### src/rtl/ecp_rx_pkg.sv
package ecp_rx_pkg;

  typedef enum logic [2:0] {
    ST_IDLE,
    ST_TURN_SETUP,
    ST_TURN_WAIT,
    ST_FETCH,
    ST_WAIT_ACK,
    ST_PUSH,
    ST_ACK,
    ST_REPEAT
  } rx_state_t;

  function automatic int max3(input int a, input int b, input int c);
    int m;
    m = (a > b) ? a : b;
    return (m > c) ? m : c;
  endfunction

endpackage

### src/rtl/ecp_rx_timer.sv
module ecp_rx_timer #(
  parameter int W = 4
) (
  input  logic         clk,
  input  logic         rst,
  input  logic         clr,
  output logic [W-1:0] cnt
);

  // Counts cycles spent in the current state; saturates at all ones.
  always_ff @(posedge clk) begin
    if (rst || clr) begin
      cnt <= '0;
    end else if (cnt != '1) begin
      cnt <= cnt + 1'b1;
    end
  end

endmodule

### src/rtl/ecp_rx_rle.sv
module ecp_rx_rle #(
  parameter int DATA_W = 8,
  localparam int RUN_W = DATA_W - 1
) (
  input  logic              clk,
  input  logic              rst,
  input  logic              clear,
  input  logic              cmd_load,
  input  logic [RUN_W-1:0]  cmd_count,
  input  logic              data_load,
  input  logic [DATA_W-1:0] data_byte,
  input  logic              take,
  output logic              pending,
  output logic [DATA_W-1:0] rep_byte
);

  logic [RUN_W-1:0]  run_q;
  logic              arm_q;   // count loaded, waiting for the byte to repeat
  logic [DATA_W-1:0] byte_q;

  always_ff @(posedge clk) begin
    if (rst || clear) begin
      run_q  <= '0;
      arm_q  <= 1'b0;
      byte_q <= '0;
    end else if (cmd_load) begin
      run_q <= cmd_count;
      arm_q <= 1'b1;
    end else if (data_load && arm_q) begin
      byte_q <= data_byte;
      arm_q  <= 1'b0;
    end else if (take && run_q != '0) begin
      run_q <= run_q - 1'b1;
    end
  end

  assign pending  = (run_q != '0) && !arm_q;
  assign rep_byte = byte_q;

endmodule

### src/rtl/ecp_rx_ctrl.sv
module ecp_rx_ctrl
  import ecp_rx_pkg::*;
#(
  parameter int LEN_W       = 8,
  parameter int DATA_W      = 8,
  parameter int SETUP_TICKS = 1,
  parameter int RESP_TICKS  = 6,
  parameter int IDLE_TICKS  = 2000,
  parameter int TW          = 11,
  localparam int RUN_W      = DATA_W - 1
) (
  input  logic              clk,
  input  logic              rst,
  input  logic              req_valid,
  input  logic [LEN_W-1:0]  req_len,
  output logic              req_ready,
  input  logic              mode_exit,
  output logic              done,
  output logic [LEN_W-1:0]  done_count,
  output logic              done_timeout,
  output logic              out_valid,
  output logic [DATA_W-1:0] out_data,
  input  logic              out_ready,
  input  logic [DATA_W-1:0] peer_data,
  input  logic              peer_nack,
  input  logic              peer_busy,
  input  logic              peer_perror,
  output logic              host_nautofd,
  output logic              host_ninit,
  output logic              data_dir_in,
  input  logic [TW-1:0]     tmr_cnt,
  output logic              tmr_clr,
  input  logic              rle_pending,
  input  logic [DATA_W-1:0] rle_byte,
  output logic              rle_cmd_load,
  output logic [RUN_W-1:0]  rle_cmd_count,
  output logic              rle_data_load,
  output logic              rle_take,
  output logic              rle_clear
);

  localparam logic [TW-1:0] SETUP_LAST = TW'(SETUP_TICKS - 1);
  localparam logic [TW-1:0] RESP_LAST  = TW'(RESP_TICKS - 1);
  localparam logic [TW-1:0] IDLE_LAST  = TW'(IDLE_TICKS - 1);

  rx_state_t state_q, state_d;

  logic              nautofd_q, ninit_q, dir_q;
  logic              out_valid_q;
  logic [DATA_W-1:0] out_data_q;
  logic              done_q, done_to_q;
  logic [LEN_W-1:0]  done_cnt_q;
  logic [LEN_W-1:0]  len_q, rem_q;

  logic accept, do_exit, finish, fin_to, xfer;
  logic turn_go, rep_go, ack_enter, ack_leave;

  always_comb begin
    state_d       = state_q;
    accept        = 1'b0;
    do_exit       = 1'b0;
    finish        = 1'b0;
    fin_to        = 1'b0;
    xfer          = 1'b0;
    rle_cmd_load  = 1'b0;
    rle_data_load = 1'b0;
    rle_take      = 1'b0;
    unique case (state_q)
      ST_IDLE: begin
        if (req_valid) begin
          accept  = 1'b1;
          state_d = dir_q ? ST_FETCH : ST_TURN_SETUP;
        end else if (mode_exit) begin
          do_exit = 1'b1;
        end
      end
      ST_TURN_SETUP: begin
        if (tmr_cnt == SETUP_LAST) state_d = ST_TURN_WAIT;
      end
      ST_TURN_WAIT: begin
        if (!peer_perror) begin
          state_d = ST_FETCH;
        end else if (tmr_cnt == RESP_LAST) begin
          finish = 1'b1;
          fin_to = 1'b1;
        end
      end
      ST_FETCH: begin
        if (rem_q == '0)      finish  = 1'b1;
        else if (rle_pending) state_d = ST_REPEAT;
        else                  state_d = ST_WAIT_ACK;
      end
      ST_WAIT_ACK: begin
        if (!peer_nack) begin
          if (peer_busy) begin
            rle_data_load = 1'b1;
            state_d       = ST_PUSH;
          end else begin
            rle_cmd_load = !peer_data[DATA_W-1];
            state_d      = ST_ACK;
          end
        end else if (tmr_cnt == IDLE_LAST) begin
          finish = 1'b1;
        end
      end
      ST_PUSH: begin
        if (out_ready) begin
          xfer    = 1'b1;
          state_d = ST_ACK;
        end
      end
      ST_ACK: begin
        if (peer_nack) begin
          state_d = ST_FETCH;
        end else if (tmr_cnt == RESP_LAST) begin
          finish = 1'b1;
          fin_to = 1'b1;
        end
      end
      ST_REPEAT: begin
        if (out_ready) begin
          xfer     = 1'b1;
          rle_take = 1'b1;
          state_d  = ST_FETCH;
        end
      end
      default: state_d = ST_IDLE;
    endcase
    if (finish) state_d = ST_IDLE;
  end

  assign turn_go   = (state_q == ST_TURN_SETUP) && (state_d == ST_TURN_WAIT);
  assign rep_go    = (state_q == ST_FETCH) && (state_d == ST_REPEAT);
  assign ack_enter = (state_q != ST_ACK) && (state_d == ST_ACK);
  assign ack_leave = (state_q == ST_ACK) && (state_d == ST_FETCH);
  assign tmr_clr   = (state_d != state_q);

  always_ff @(posedge clk) begin
    if (rst) begin
      state_q     <= ST_IDLE;
      nautofd_q   <= 1'b1;
      ninit_q     <= 1'b1;
      dir_q       <= 1'b0;
      out_valid_q <= 1'b0;
      out_data_q  <= '0;
      done_q      <= 1'b0;
      done_to_q   <= 1'b0;
      done_cnt_q  <= '0;
      len_q       <= '0;
      rem_q       <= '0;
    end else begin
      state_q <= state_d;
      done_q  <= finish;
      if (accept) begin
        len_q <= req_len;
        rem_q <= req_len;
        if (!dir_q) nautofd_q <= 1'b0;
      end
      if (do_exit) begin
        nautofd_q <= 1'b1;
        ninit_q   <= 1'b1;
        dir_q     <= 1'b0;
      end
      if (turn_go) begin
        ninit_q <= 1'b0;
        dir_q   <= 1'b1;
      end
      if (rep_go) begin
        out_valid_q <= 1'b1;
        out_data_q  <= rle_byte;
      end
      if (rle_data_load) begin
        out_valid_q <= 1'b1;
        out_data_q  <= peer_data;
      end
      if (xfer) begin
        out_valid_q <= 1'b0;
        rem_q       <= rem_q - 1'b1;
      end
      if (ack_enter) nautofd_q <= 1'b1;
      if (ack_leave) nautofd_q <= 1'b0;
      if (finish) begin
        done_cnt_q <= len_q - rem_q;
        done_to_q  <= fin_to;
        nautofd_q  <= 1'b0;
      end
    end
  end

  assign req_ready     = (state_q == ST_IDLE);
  assign done          = done_q;
  assign done_count    = done_cnt_q;
  assign done_timeout  = done_to_q;
  assign out_valid     = out_valid_q;
  assign out_data      = out_data_q;
  assign host_nautofd  = nautofd_q;
  assign host_ninit    = ninit_q;
  assign data_dir_in   = dir_q;
  assign rle_cmd_count = peer_data[RUN_W-1:0];
  assign rle_clear     = do_exit;

endmodule

### src/rtl/ecp_rev_rx.sv
module ecp_rev_rx
  import ecp_rx_pkg::*;
#(
  parameter int LEN_W       = 8,
  parameter int DATA_W      = 8,
  parameter int SETUP_TICKS = 1,
  parameter int RESP_TICKS  = 6,
  parameter int IDLE_TICKS  = 2000
) (
  input  logic              clk,
  input  logic              rst,
  input  logic              req_valid,
  input  logic [LEN_W-1:0]  req_len,
  output logic              req_ready,
  input  logic              mode_exit,
  output logic              done,
  output logic [LEN_W-1:0]  done_count,
  output logic              done_timeout,
  output logic              out_valid,
  output logic [DATA_W-1:0] out_data,
  input  logic              out_ready,
  input  logic [DATA_W-1:0] peer_data,
  input  logic              peer_nack,
  input  logic              peer_busy,
  input  logic              peer_perror,
  output logic              host_nautofd,
  output logic              host_ninit,
  output logic              data_dir_in
);

  localparam int TMAX  = max3(SETUP_TICKS, RESP_TICKS, IDLE_TICKS);
  localparam int TW    = $clog2(TMAX + 1);
  localparam int RUN_W = DATA_W - 1;

  logic [TW-1:0]     tmr_cnt;
  logic              tmr_clr;
  logic              rle_pending, rle_cmd_load, rle_data_load, rle_take, rle_clear;
  logic [DATA_W-1:0] rle_byte;
  logic [RUN_W-1:0]  rle_cmd_count;

  ecp_rx_timer #(.W(TW)) u_timer (
    .clk (clk),
    .rst (rst),
    .clr (tmr_clr),
    .cnt (tmr_cnt)
  );

  ecp_rx_rle #(.DATA_W(DATA_W)) u_rle (
    .clk       (clk),
    .rst       (rst),
    .clear     (rle_clear),
    .cmd_load  (rle_cmd_load),
    .cmd_count (rle_cmd_count),
    .data_load (rle_data_load),
    .data_byte (peer_data),
    .take      (rle_take),
    .pending   (rle_pending),
    .rep_byte  (rle_byte)
  );

  ecp_rx_ctrl #(
    .LEN_W       (LEN_W),
    .DATA_W      (DATA_W),
    .SETUP_TICKS (SETUP_TICKS),
    .RESP_TICKS  (RESP_TICKS),
    .IDLE_TICKS  (IDLE_TICKS),
    .TW          (TW)
  ) u_ctrl (
    .clk           (clk),
    .rst           (rst),
    .req_valid     (req_valid),
    .req_len       (req_len),
    .req_ready     (req_ready),
    .mode_exit     (mode_exit),
    .done          (done),
    .done_count    (done_count),
    .done_timeout  (done_timeout),
    .out_valid     (out_valid),
    .out_data      (out_data),
    .out_ready     (out_ready),
    .peer_data     (peer_data),
    .peer_nack     (peer_nack),
    .peer_busy     (peer_busy),
    .peer_perror   (peer_perror),
    .host_nautofd  (host_nautofd),
    .host_ninit    (host_ninit),
    .data_dir_in   (data_dir_in),
    .tmr_cnt       (tmr_cnt),
    .tmr_clr       (tmr_clr),
    .rle_pending   (rle_pending),
    .rle_byte      (rle_byte),
    .rle_cmd_load  (rle_cmd_load),
    .rle_cmd_count (rle_cmd_count),
    .rle_data_load (rle_data_load),
    .rle_take      (rle_take),
    .rle_clear     (rle_clear)
  );

endmodule

### config.mk
export PLATFORM = sky130hd
export DESIGN_NAME = ecp_rev_rx
export DESIGN_NICKNAME = d
export VERILOG_FILES = /design/src/rtl/ecp_rx_pkg.sv /design/src/rtl/ecp_rx_timer.sv /design/src/rtl/ecp_rx_rle.sv /design/src/rtl/ecp_rx_ctrl.sv /design/src/rtl/ecp_rev_rx.sv
export SDC_FILE = /design/constraint.sdc
export NUM_CORES = 1
export LEC_CHECK = 0
export CORE_AREA = 3 3 86 88
export CTS_CLUSTER_SIZE = 40
export DETAILED_ROUTE_END_ITERATION = 10
export DIE_AREA = 0 0 89 91
export DONT_BUFFER_PORTS = 1
export PLACE_DENSITY = 0.69
export SYNTH_ARGS = -nofsm -noshare
export SYNTH_HDL_FRONTEND = slang
export SYNTH_SLANG_ARGS = --single-unit
export TNS_END_PERCENT = 50
### constraint.sdc
create_clock -name clk -period 3.3 [get_ports clk]
set_input_delay 0.33 -clock clk [delete_from_list [all_inputs] [get_ports clk]]
set_output_delay 0.33 -clock clk [all_outputs]
set_load 0.05 [all_outputs]
==> impl_metrics.json, run 1 <==
{
  "detail_route.drc_violations": 0,
  "post-cts-setup-buffers": 0,
  "drt-pass1-iter-count": 5,
  "dieHeight_um": 91,
  "area.growth.synth_to_final_pct": 4.08,
  "critical_path_arrival_ns": 3.06,
  "synth-async-reset-ratio_pct": 0,
  "floorplan.rows": 30,
  "place_area_um2": 3590,
  "grt_pass1_wl_mm": 13.3,
  "timing_max_transition_violations_final": 0,
  "synth_edf_count": 0,
  "syn-cell-area_um2": 3620,
  "finalHoldViolations": 0,
  "clock_latency_ns": 0.35,
  "final_tns_setup_ns": 0,
  "syn_avg_cell_area_um2": 8.32,
  "cts-root-buf": "sky130_fd_sc_hd__clkbuf_8",
  "max_stage_delay_ns": 0.67,
  "run_status": "finished clean",
  "grt_overflow_total": 0,
  "worstHoldPathType": "in2reg",
  "critPathMaxFanout": 19,
  "worst_r2r_startpoint": "u_ctrl.state_q[2]$_SDFF_PP0_",
  "worst_pin_slew_ns": 0.653,
  "initial_core_util_pct": 53.9,
  "clk_path_buf_depth": 2,
  "cellPowerDensity_nw_per_um2": 674,
  "synthesis.instances": 435,
  "antenna_found_initial": 0,
  "cts_hold_buf": 0,
  "cts.clk_slew.worst_paths_ns": 0.08,
  "die_area_um2": 8100,
  "post-route-worst-setup-slack_ns": 0.493,
  "dominantRegCellSynth": "sky130_fd_sc_hd__dfxtp_1",
  "clock_tree.htree_level_count": 3,
  "timing.clock.skew_ns": 0.0114,
  "final_layout_size_suffix_gt1_share_pct": 9.56,
  "leakage_nw": 1.37,
  "timing.critical_path.from_type": "flop",
  "grt_setup_unrepaired": "false",
  "path_cells": "and2b_2 > o2111ai_2 > and3_1 > nand3_1 > mux2i_1 > a211oi_1",
  "antenna_cell_count": 0,
  "clkSinkCount": 68,
  "preCtsSetupSlack_ns": 0.489,
  "beginning_of_the_critical_path": "u_ctrl.state_q[2]$_SDFF_PP0_",
  "drv.max_cap_violation_count": 0,
  "tritoncts": "yes",
  "timing.slew.headroom_pct": 56.0,
  "cp_slowest_cell": "sky130_fd_sc_hd__dfxtp_1",
  "setup-violations-final": 0,
  "hold_start": "rst",
  "drt_iter0_markers": 196,
  "hpwl_mm": 5.86,
  "ioPinCount": 47,
  "detail_route.vias_per_cell": 5.94,
  "synth_sequential_area_ratio_pct": 37.6,
  "postRouteWirelength_mm": 8.10,
  "worst-endpoint-required_ns": 3.56,
  "synth_seq_cells": 68,
  "nets_in_the_synthesized_netlist": 472,
  "path_buf_inv": 0,
  "cts_inserted_buffers": 9,
  "irDropWorstVdd_mv": 0.251,
  "grt_start_max_net_pins": 44,
  "fp.dieW_um": 89,
  "power_total_mw": 2.54,
  "postLayoutCellArea_um2": 3770,
  "final_antenna_net_count": 0,
  "cp-end-kind": "flop",
  "critPathKind": "reg2reg",
  "max_freq_mhz": 356,
  "dr_total_vias": 3024,
  "gp_congestion": 0.864,
  "post_cts_gate_resize_count": 0,
  "worst_path_dominant_cell_family": "simple AND/OR/NAND/NOR gates",
  "final_core_utilization_pct": 56.1,
  "number_of_global_route_vias_before_repair": 2796,
  "core_region_area_um2": 6720,
  "grt_use_total_pct": 20.8,
  "regToRegSetupSlack_ns": 0.49,
  "timing.final.crit_share_pct": 85.1,
  "fin_nets": 461,
  "port_buf_inserts": 0,
  "synth-warning-count": 0,
  "post_synth_num_cell_types": 71,
  "timing.final.crit_period_ns": 2.81,
  "drt-wirelength-per-cell_um": 15.9
}
## flip-flops by register name (all words and copies together) (netlist names)
register	flops
u_timer.cnt	11
u_ctrl.done_count	8
u_ctrl.len_q	8
u_ctrl.out_data	8
u_ctrl.rem_q	8
u_rle.rep_byte	8
u_rle.run_q	7
u_ctrl.state_q	3
u_ctrl.data_dir_in	1
u_ctrl.done	1
u_ctrl.done_timeout	1
u_ctrl.host_nautofd	1
u_ctrl.host_ninit	1
u_ctrl.out_valid	1
u_rle.arm_q	1
## synthesized netlist by cell type (3+ instances only)
cell type	n	area share [%]
sky130_fd_sc_hd__mux2i_1	10	2.8
sky130_fd_sc_hd__a31oi_1	7	1.2
sky130_fd_sc_hd__xor2_1	9	2.2
sky130_fd_sc_hd__nand2b_1	4	0.69
sky130_fd_sc_hd__nor2_1	39	4.0
sky130_fd_sc_hd__nand4_1	6	1.0
sky130_fd_sc_hd__buf_6	4	1.2
sky130_fd_sc_hd__dfxtp_1	68	38
sky130_fd_sc_hd__o211ai_1	3	0.62
sky130_fd_sc_hd__nand3_1	20	2.8
sky130_fd_sc_hd__ha_1	12	4.1
sky130_fd_sc_hd__o21ai_0	13	1.8
sky130_fd_sc_hd__xnor2_1	7	1.7
sky130_fd_sc_hd__and3_1	7	1.2
sky130_fd_sc_hd__nor4_1	5	0.86
sky130_fd_sc_hd__a21o_1	5	1.0
sky130_fd_sc_hd__clkbuf_1	14	1.5
sky130_fd_sc_hd__nand2_1	60	6.2
sky130_fd_sc_hd__inv_1	19	2.0
sky130_fd_sc_hd__nor3_1	8	1.1
sky130_fd_sc_hd__a21oi_1	38	5.3
sky130_fd_sc_hd__a211oi_1	16	3.3
## worst paths after layout
path                                             to  depth (start not counted)
setup / recovery    u_ctrl.out_data[7]$_SDFFE_PP0P_                          6
setup reg to reg    u_ctrl.out_data[7]$_SDFFE_PP0P_                          6
hold / removal    u_ctrl.done_count[6]$_SDFFE_PP0P_                          1
hold reg to reg        u_ctrl.len_q[0]$_SDFFE_PP0P_                          2
## metrics by stage
step	hold WS [ns]	instances
after floorplan	0.436	435
after global placement	0.404	493
after detailed placement	0.406	493
after CTS	0.0370	509
after global routing	0.0183	509
final	0.0407	509
## final cells by class
class	instances	area (um^2)
clock buffers	9	124
clock inverters	7	52.6
fillers	629	2950
inverters	20	75.1
multi-input cells	324	2050
flip-flops and latches	68	1360
well taps	80	100
repair buffers	1	7.51
## per-layer routing
metal	track usage (%)	up-vias	routed length, um
met5	0	-	0
met4	4.71	0	116
met3	7.35	14	514
met2	32.4	83	3700
met1	27.5	1402	3770
li1	-	1525	-
## where the power goes
part | internal (mW) | switching, mW
combinational | 0.345 | 0.467
sequential | 0.908 | 0.203
clock | 0.274 | 0.342
## logic make-up after synthesis
logic type	synth area share, %
muxes	3.39
AOI/OAI and AO/OA	18.7
adders and majority gates	4.70
xor gates and xnor gates	3.87
DFF	37.6
and+or+nand+nor	26.0
buffers and inverters	5.84
## placed cells by master, fill, tap and decap left out, types with 4 or more instances in the layout
| cell | netlist | routed |
|---|---|---|
| sky130_fd_sc_hd__a21o_1 | 5 | 5 |
| sky130_fd_sc_hd__xor2_1 | 9 | 9 |
| sky130_fd_sc_hd__nand2_1 | 60 | 60 |
| sky130_fd_sc_hd__nand4_1 | 6 | 6 |
| sky130_fd_sc_hd__o21ai_0 | 13 | 13 |
| sky130_fd_sc_hd__inv_1 | 19 | 19 |
| sky130_fd_sc_hd__dfxtp_1 | 68 | 68 |
| sky130_fd_sc_hd__mux2i_1 | 10 | 10 |
| sky130_fd_sc_hd__a21oi_1 | 38 | 38 |
| sky130_fd_sc_hd__a211oi_1 | 16 | 16 |
| sky130_fd_sc_hd__a31oi_1 | 7 | 7 |
| sky130_fd_sc_hd__ha_1 | 12 | 12 |
| sky130_fd_sc_hd__nor4_1 | 5 | 5 |
| sky130_fd_sc_hd__clkbuf_8 | 1 | 9 |
| sky130_fd_sc_hd__nand2b_1 | 4 | 4 |
| sky130_fd_sc_hd__nor2_1 | 39 | 39 |
| sky130_fd_sc_hd__nand3_1 | 20 | 20 |
| sky130_fd_sc_hd__xnor2_1 | 7 | 7 |
| sky130_fd_sc_hd__nor3_1 | 8 | 8 |
| sky130_fd_sc_hd__and3_1 | 7 | 7 |
| sky130_fd_sc_hd__clkinvlp_4 | 0 | 4 |
(Power assumes the default switching activity.)
==> inputs of run 2 (changes only) <==
Settings changed: PLACE_DENSITY 0.69 to unset, PLACE_DENSITY_LB_ADDON set to 0.15.
==> impl_metrics.json, run 2 (synthesis gave the netlist of run 1 again) <==
{
  "dieHeight_um": 91,
  "non_filler_instances": 510,
  "detail_route.vias_per_cell": 5.86,
  "critPathMaxFanout": 19,
  "drt-pass1-iter-count": 4,
  "cellPowerDensity_nw_per_um2": 670,
  "gp_congestion": 0.838,
  "combinational_share_of_power_pct": 32.0,
  "grt_setup_unrepaired": "false",
  "final_antenna_net_count": 0,
  "internal_power_mw": 1.55,
  "setup-violations-final": 0,
  "worst_pin_slew_ns": 0.623,
  "postRouteWirelength_mm": 8.08,
  "cts_hold_buf": 0,
  "drt-wirelength-per-cell_um": 15.9,
  "postLayoutCellArea_um2": 3770,
  "fin_nets": 462,
  "post_cts_gate_resize_count": 0,
  "cts-root-buf": "sky130_fd_sc_hd__clkbuf_8",
  "timing.critical_path.from_type": "flop",
  "clkPwrFrac_pct": 23.9,
  "top_layer_used": "met4",
  "place_area_um2": 3600,
  "switching_share_pct": 38.8,
  "beginning_of_the_critical_path": "u_ctrl.state_q[2]$_SDFF_PP0_",
  "number_of_global_route_vias_before_repair": 2719,
  "grt_pass1_wl_mm": 13.4,
  "tritoncts": "yes",
  "worst-endpoint-required_ns": 3.53,
  "metal_1_wl_mm": 3.89,
  "worstSetupEndpoint": "u_ctrl.out_data[7]$_SDFFE_PP0P_",
  "cts.clk_slew.worst_paths_ns": 0.08,
  "dr_total_vias": 2987,
  "run_status": "finished clean",
  "finalHoldViolations": 0,
  "met3_length_um": 630,
  "detailroute.wirelength.met2_mm": 3.51,
  "detail_route.drc_violations": 0,
  "grt_start_max_net_pins": 44,
  "irDropWorstVdd_mv": 0.396,
  "timing.slew.headroom_pct": 58.4,
  "worst-r2r-cell-count": 7,
  "cp_slowest_cell": "sky130_fd_sc_hd__dfxtp_1",
  "final_layout_size_suffix_gt1_share_pct": 9.30,
  "max_stage_delay_ns": 0.67,
  "cp-end-kind": "flop",
  "critPathKind": "reg2reg",
  "max_flop_register": "u_timer.cnt",
  "timing.final.crit_period_ns": 2.69,
  "floorplan.rows": 30,
  "power_switching_mw": 0.979,
  "ioPinCount": 47,
  "cts_inserted_buffers": 9,
  "fp.dieW_um": 89,
  "max_freq_mhz": 372,
  "clock_latency_ns": 0.34,
  "grt_overflow_total": 0,
  "port_buf_inserts": 0,
  "worstHoldPathType": "in2reg",
  "worst_r2r_startpoint": "u_ctrl.state_q[2]$_SDFF_PP0_",
  "grt_use_total_pct": 20.8,
  "power_total_mw": 2.52,
  "drt_iter0_markers": 189,
  "path_cells": "and2b_2 > o2111ai_2 > and3_1 > buf_4 > nand3_1 > mux2i_1 > a211oi_1",
  "timing_max_transition_violations_final": 0,
  "drv.max_cap_violation_count": 0,
  "antenna_found_initial": 0,
  "worstReg2RegEnd": "u_ctrl.out_data[7]$_SDFFE_PP0P_",
  "core_region_area_um2": 6720,
  "initial_core_util_pct": 53.9,
  "layout.cells.most_common_list": "68 x sky130_fd_sc_hd__dfxtp_1, 60 x sky130_fd_sc_hd__nand2_1, 39 x sky130_fd_sc_hd__nor2_1",
  "final_core_utilization_pct": 56.1,
  "die_area_um2": 8100,
  "hpwl_mm": 5.89,
  "final_common_cell": "sky130_fd_sc_hd__dfxtp_1",
  "post-cts-setup-buffers": 0,
  "clkSinkCount": 68,
  "antenna_cell_count": 0,
  "dp_cells": 494,
  "leakage_nw": 1.37,
  "timing.clock.skew_ns": 0.00984,
  "regToRegSetupSlack_ns": 0.61,
  "final_tns_setup_ns": 0,
  "area.growth.synth_to_final_pct": 4.11,
  "power.share.sequential_pct": 44.1,
  "clk_path_buf_depth": 2,
  "largest_register_ffs": 11,
  "clock_tree.htree_level_count": 3,
  "critical_path_arrival_ns": 2.92,
  "timing.final.crit_share_pct": 81.4
}
-- run 2: power by group through the flow --
stage	sequential (mW)	clock, mW	combinational, mW
detailed placement	1.13	0	0.799
global placement	1.13	0	0.790
global route	1.13	0.657	0.907
finish	1.11	0.602	0.809
CTS	1.11	0.623	0.806
floorplan	1.07	0	0.726
-- run 2: routing by layer --
metal	global-route usage, %	vias up
met1	29.5	1364
li1	-	1527
met3	7.17	7
met5	0	-
met2	30.1	89
met4	5.21	0
-- run 2: worst min path at each step --
stage	end	startpoint	depth (start not counted)	slack [ns]
detailed placement	u_ctrl.len_q[5]$_SDFFE_PP0P_	rst	1	0.40
global route	u_ctrl.len_q[5]$_SDFFE_PP0P_	rst	1	0.03
finish	u_ctrl.len_q[5]$_SDFFE_PP0P_	rst	1	0.05
global placement	u_ctrl.len_q[5]$_SDFFE_PP0P_	rst	1	0.40
CTS	u_ctrl.len_q[5]$_SDFFE_PP0P_	rst	1	0.03
floorplan	u_rle.rep_byte[0]$_SDFFE_PP0P_	u_rle.rep_byte[0]$_SDFFE_PP0P_	2	0.44
-- run 2: final cells by class --
type | instances | area (um^2)
clock inverters | 4 | 25.0
fillers | 641 | 2950
clock buffers | 12 | 145
well taps | 80 | 100
flip-flops and latches | 68 | 1360
multi-input cells | 324 | 2050
inverters | 20 | 75.1
repair buffers | 2 | 15.0
-- run 2: worst max-delay path, delay by kind of cell (launching register included) --
kind                   cells  cell delay (ns)
and+or+nand+nor            3             0.94
buffers and inverters      1             0.18
AOI/OAI and AO/OA          2             0.56
muxes                      1             0.23
DFF                        1             0.67
-- run 2: metrics by stage --
stage                     setup slack (ns)  hold WS, ns
after floorplan                      0.800        0.436
after CTS                            0.636       0.0343
after global placement               0.790        0.402
final                                0.614       0.0515
after global routing                 0.358       0.0343
after detailed placement             0.637        0.405
==> inputs of run 3 (changes only) <==
Settings changed: ABC_AREA set to 1, CORE_AREA 3 3 86 88 to 3 3 88 90, DIE_AREA 0 0 89 91 to 0 0 91 93.
Clock period 3.3 ns to 2.65 ns, I/O delays scaled along.
==> impl_metrics.json, run 3 <==
{
  "run_status": "finished clean",
  "critical_path_arrival_ns": 2.43,
  "cts.clk_slew.worst_paths_ns": 0.08,
  "grt_use_total_pct": 22.0,
  "worst_pin_slew_ns": 0.711,
  "synth_seq_cells": 68,
  "regToRegSetupSlack_ns": 0.50,
  "internal_power_mw": 2.29,
  "synthesis.instances": 540,
  "synth_edf_count": 0,
  "nets_in_the_synthesized_netlist": 577,
  "combinational_share_of_power_pct": 34.2,
  "worstReg2RegEnd": "u_timer.cnt[1]$_SDFFE_PP0P_",
  "final_antenna_net_count": 0,
  "setup-violations-final": 0,
  "critPathKind": "reg2reg",
  "yosys.cell_count.top_type": "sky130_fd_sc_hd__nand2_1",
  "hold-worst-slack_ns": 0.0659,
  "floorplan.rows": 31,
  "fin_nets": 580,
  "final_common_cell": "sky130_fd_sc_hd__nand2_1",
  "grt_pass1_wl_mm": 15.0,
  "timing.slew.headroom_pct": 52.4,
  "yosys-top-cells-count": "96 x sky130_fd_sc_hd__nand2_1, 75 x sky130_fd_sc_hd__inv_1, 68 x sky130_fd_sc_hd__dfxtp_1",
  "finalHoldViolations": 0,
  "worstSetupEndpoint": "u_timer.cnt[1]$_SDFFE_PP0P_",
  "cts_hold_buf": 1,
  "dominantRegCellSynth": "sky130_fd_sc_hd__dfxtp_1",
  "power_total_mw": 3.83,
  "irDropWorstVdd_mv": 0.380,
  "yosys.area.top_type_share_pct": 35.5,
  "timing.final.crit_share_pct": 81.3,
  "power.share.sequential_pct": 35.5,
  "timing.final.crit_period_ns": 2.15,
  "worst-r2r-cell-count": 10,
  "postRouteWirelength_mm": 8.93,
  "cp-end-kind": "flop",
  "timing.clock.skew_ns": 0.00741,
  "cts-root-buf": "sky130_fd_sc_hd__clkbuf_8",
  "final_layout_size_suffix_gt1_share_pct": 10.9,
  "post_cts_gate_resize_count": 0,
  "gp_congestion": 0.919,
  "worst-endpoint-required_ns": 2.92,
  "antenna_cell_count": 0,
  "antenna_found_initial": 0,
  "synth-warning-count": 0,
  "beginning_of_the_critical_path": "u_ctrl.state_q[1]$_SDFF_PP0_",
  "fp.dieW_um": 91,
  "grt_setup_unrepaired": "false",
  "syn_avg_cell_area_um2": 7.10,
  "final_tns_setup_ns": 0,
  "max_freq_mhz": 464,
  "cts_inserted_buffers": 9,
  "grt-busiest-layer": "met2",
  "syn-cell-area_um2": 3830,
  "grt_util_met2_pct": 34.6,
  "clock_tree.htree_level_count": 3,
  "post-cts-setup-buffers": 0,
  "dieHeight_um": 93,
  "largest_register_ffs": 11,
  "tritoncts": "yes",
  "timing.critical_path.from_type": "flop",
  "global_route.usage.met1_pct": 29.0,
  "met3_usage_pct": 6.19,
  "die_area_um2": 8460,
  "worstHoldPathType": "in2reg",
  "grt_overflow_total": 0,
  "non_filler_instances": 647,
  "detail_route.vias_per_cell": 5.19,
  "synthDominantAreaCellType": "sky130_fd_sc_hd__dfxtp_1",
  "fillers": 685,
  "power_switching_mw": 1.53,
  "drt_iter0_markers": 201,
  "number_of_global_route_vias_before_repair": 3175,
  "grt_start_max_net_pins": 34,
  "hpwl_mm": 6.47,
  "synth_sequential_area_ratio_pct": 35.5,
  "switching_share_pct": 40.1,
  "postLayoutCellArea_um2": 4180,
  "worst_r2r_startpoint": "u_ctrl.state_q[1]$_SDFF_PP0_",
  "final_core_utilization_pct": 58.6,
  "preCtsSetupSlack_ns": 0.536,
  "leakage_nw": 1.92,
  "dr_total_vias": 3358,
  "post-route-worst-setup-slack_ns": 0.495,
  "critPathMaxFanout": 11,
  "ioPinCount": 47,
  "synth-async-reset-ratio_pct": 0,
  "timing_max_transition_violations_final": 0,
  "clock_latency_ns": 0.35,
  "layout.cells.most_common_list": "96 x sky130_fd_sc_hd__nand2_1, 75 x sky130_fd_sc_hd__inv_1, 68 x sky130_fd_sc_hd__dfxtp_1",
  "area.growth.synth_to_final_pct": 9.17,
  "max_flop_register": "u_timer.cnt",
  "drt-pass1-iter-count": 5,
  "detail_route.drc_violations": 0,
  "dp_cells": 630,
  "clk_path_buf_depth": 2,
  "drv.max_cap_violation_count": 0,
  "core_region_area_um2": 7140,
  "port_buf_inserts": 0,
  "clkSinkCount": 68,
  "initial_core_util_pct": 53.7,
  "cellPowerDensity_nw_per_um2": 915,
  "place_area_um2": 3900,
  "clkPwrFrac_pct": 30.3,
  "post_synth_num_cell_types": 44,
  "synth.top_cells.by_area": "sky130_fd_sc_hd__dfxtp_1 36%, sky130_fd_sc_hd__nand2_1 9.4%, sky130_fd_sc_hd__inv_1 7.3%, sky130_fd_sc_hd__a21oi_1 6.9%, sky130_fd_sc_hd__nor2_1 5.9%",
  "drt-wirelength-per-cell_um": 13.8
}
-- run 3: cell types whose count changed after synthesis, moves of 10 or more --
| cell | delta |
|---|---|
| sky130_fd_sc_hd__inv_1 | +56 |
| sky130_fd_sc_hd__nand2_1 | +36 |
| sky130_fd_sc_hd__o21ai_0 | +22 |
| sky130_fd_sc_hd__nor2_1 | +21 |
| sky130_fd_sc_hd__a21oi_1 | +15 |
| sky130_fd_sc_hd__nor2_2 | +13 |
| sky130_fd_sc_hd__a211oi_1 | -12 |
| sky130_fd_sc_hd__mux2i_1 | -10 |
-- run 3: power groups by stage --
stage	Combinational [mW]	Sequential [mW]	Clock, mW
6_report	1.31	1.36	1.16
5_1_grt	1.48	1.38	1.22
4_1_cts	1.30	1.36	1.18
3_5_place_dp	1.28	1.38	0
3_3_place_gp	1.28	1.38	0
2_1_floorplan	1.07	1.35	0
-- run 3: cell type report --
| type | instances | area, um^2 | share of cell area [%] |
|---|---|---|---|
| multi-input combinational | 378 | 2070 | 49.4 |
| sequential | 68 | 1360 | 32.5 |
| inverter | 77 | 292 | 6.97 |
| clock inverter | 7 | 146 | 3.50 |
| clock buffer | 9 | 124 | 2.96 |
| tap | 99 | 124 | 2.96 |
| timing repair buffer | 9 | 70.1 | 1.67 |
-- run 3: cells by family (layout without fill, tap and decap cells) --
| family | Yosys count | in the layout | share of synthesized area, % |
|---|---|---|---|
| xor+xnor | 19 | 19 | 4.34 |
| compound gates | 113 | 113 | 16.6 |
| flops | 68 | 68 | 35.5 |
| fa+ha+maj | 13 | 13 | 4.44 |
| simple gates | 233 | 233 | 28.5 |
| buf+inv | 94 | 102 | 10.5 |
-- run 3: critical path, stage by stage (launching register included) --
cell and delay, ns:
sky130_fd_sc_hd__dfxtp_1 0.65, sky130_fd_sc_hd__nor2_4 0.08, sky130_fd_sc_hd__nand2_2 0.12, sky130_fd_sc_hd__nor2_1 0.05, sky130_fd_sc_hd__nand2_1 0.10, sky130_fd_sc_hd__nand2_1 0.10
sky130_fd_sc_hd__a21oi_4 0.23, sky130_fd_sc_hd__nand2_1 0.10, sky130_fd_sc_hd__a21oi_1 0.16, sky130_fd_sc_hd__nand3_2 0.31, sky130_fd_sc_hd__nor2_2 0.17
-- run 3: routing by layer --
layer  share of wire [%]  vias to the layer above
li1                    -                     1763
met3                 6.8                       19
met4                 2.4                        0
met5                   0                        -
met2                  45                       87
met1                  46                     1489
-- run 3: how the worst min path moves through the flow --
stage	from	endpoint	slack, ns	cells after the start
after floorplan	peer_data[6]	u_rle.run_q[6]$_SDFFE_PP0P_	0.41	2
after global placement	rst	u_ctrl.len_q[7]$_SDFFE_PP0P_	0.34	1
after detailed placement	rst	u_ctrl.len_q[4]$_SDFFE_PP0P_	0.34	1
after CTS	peer_data[4]	u_rle.run_q[4]$_SDFFE_PP0P_	0.06	2
after global routing	peer_data[4]	u_rle.run_q[4]$_SDFFE_PP0P_	0.07	2
final	peer_data[4]	u_rle.run_q[4]$_SDFFE_PP0P_	0.07	2
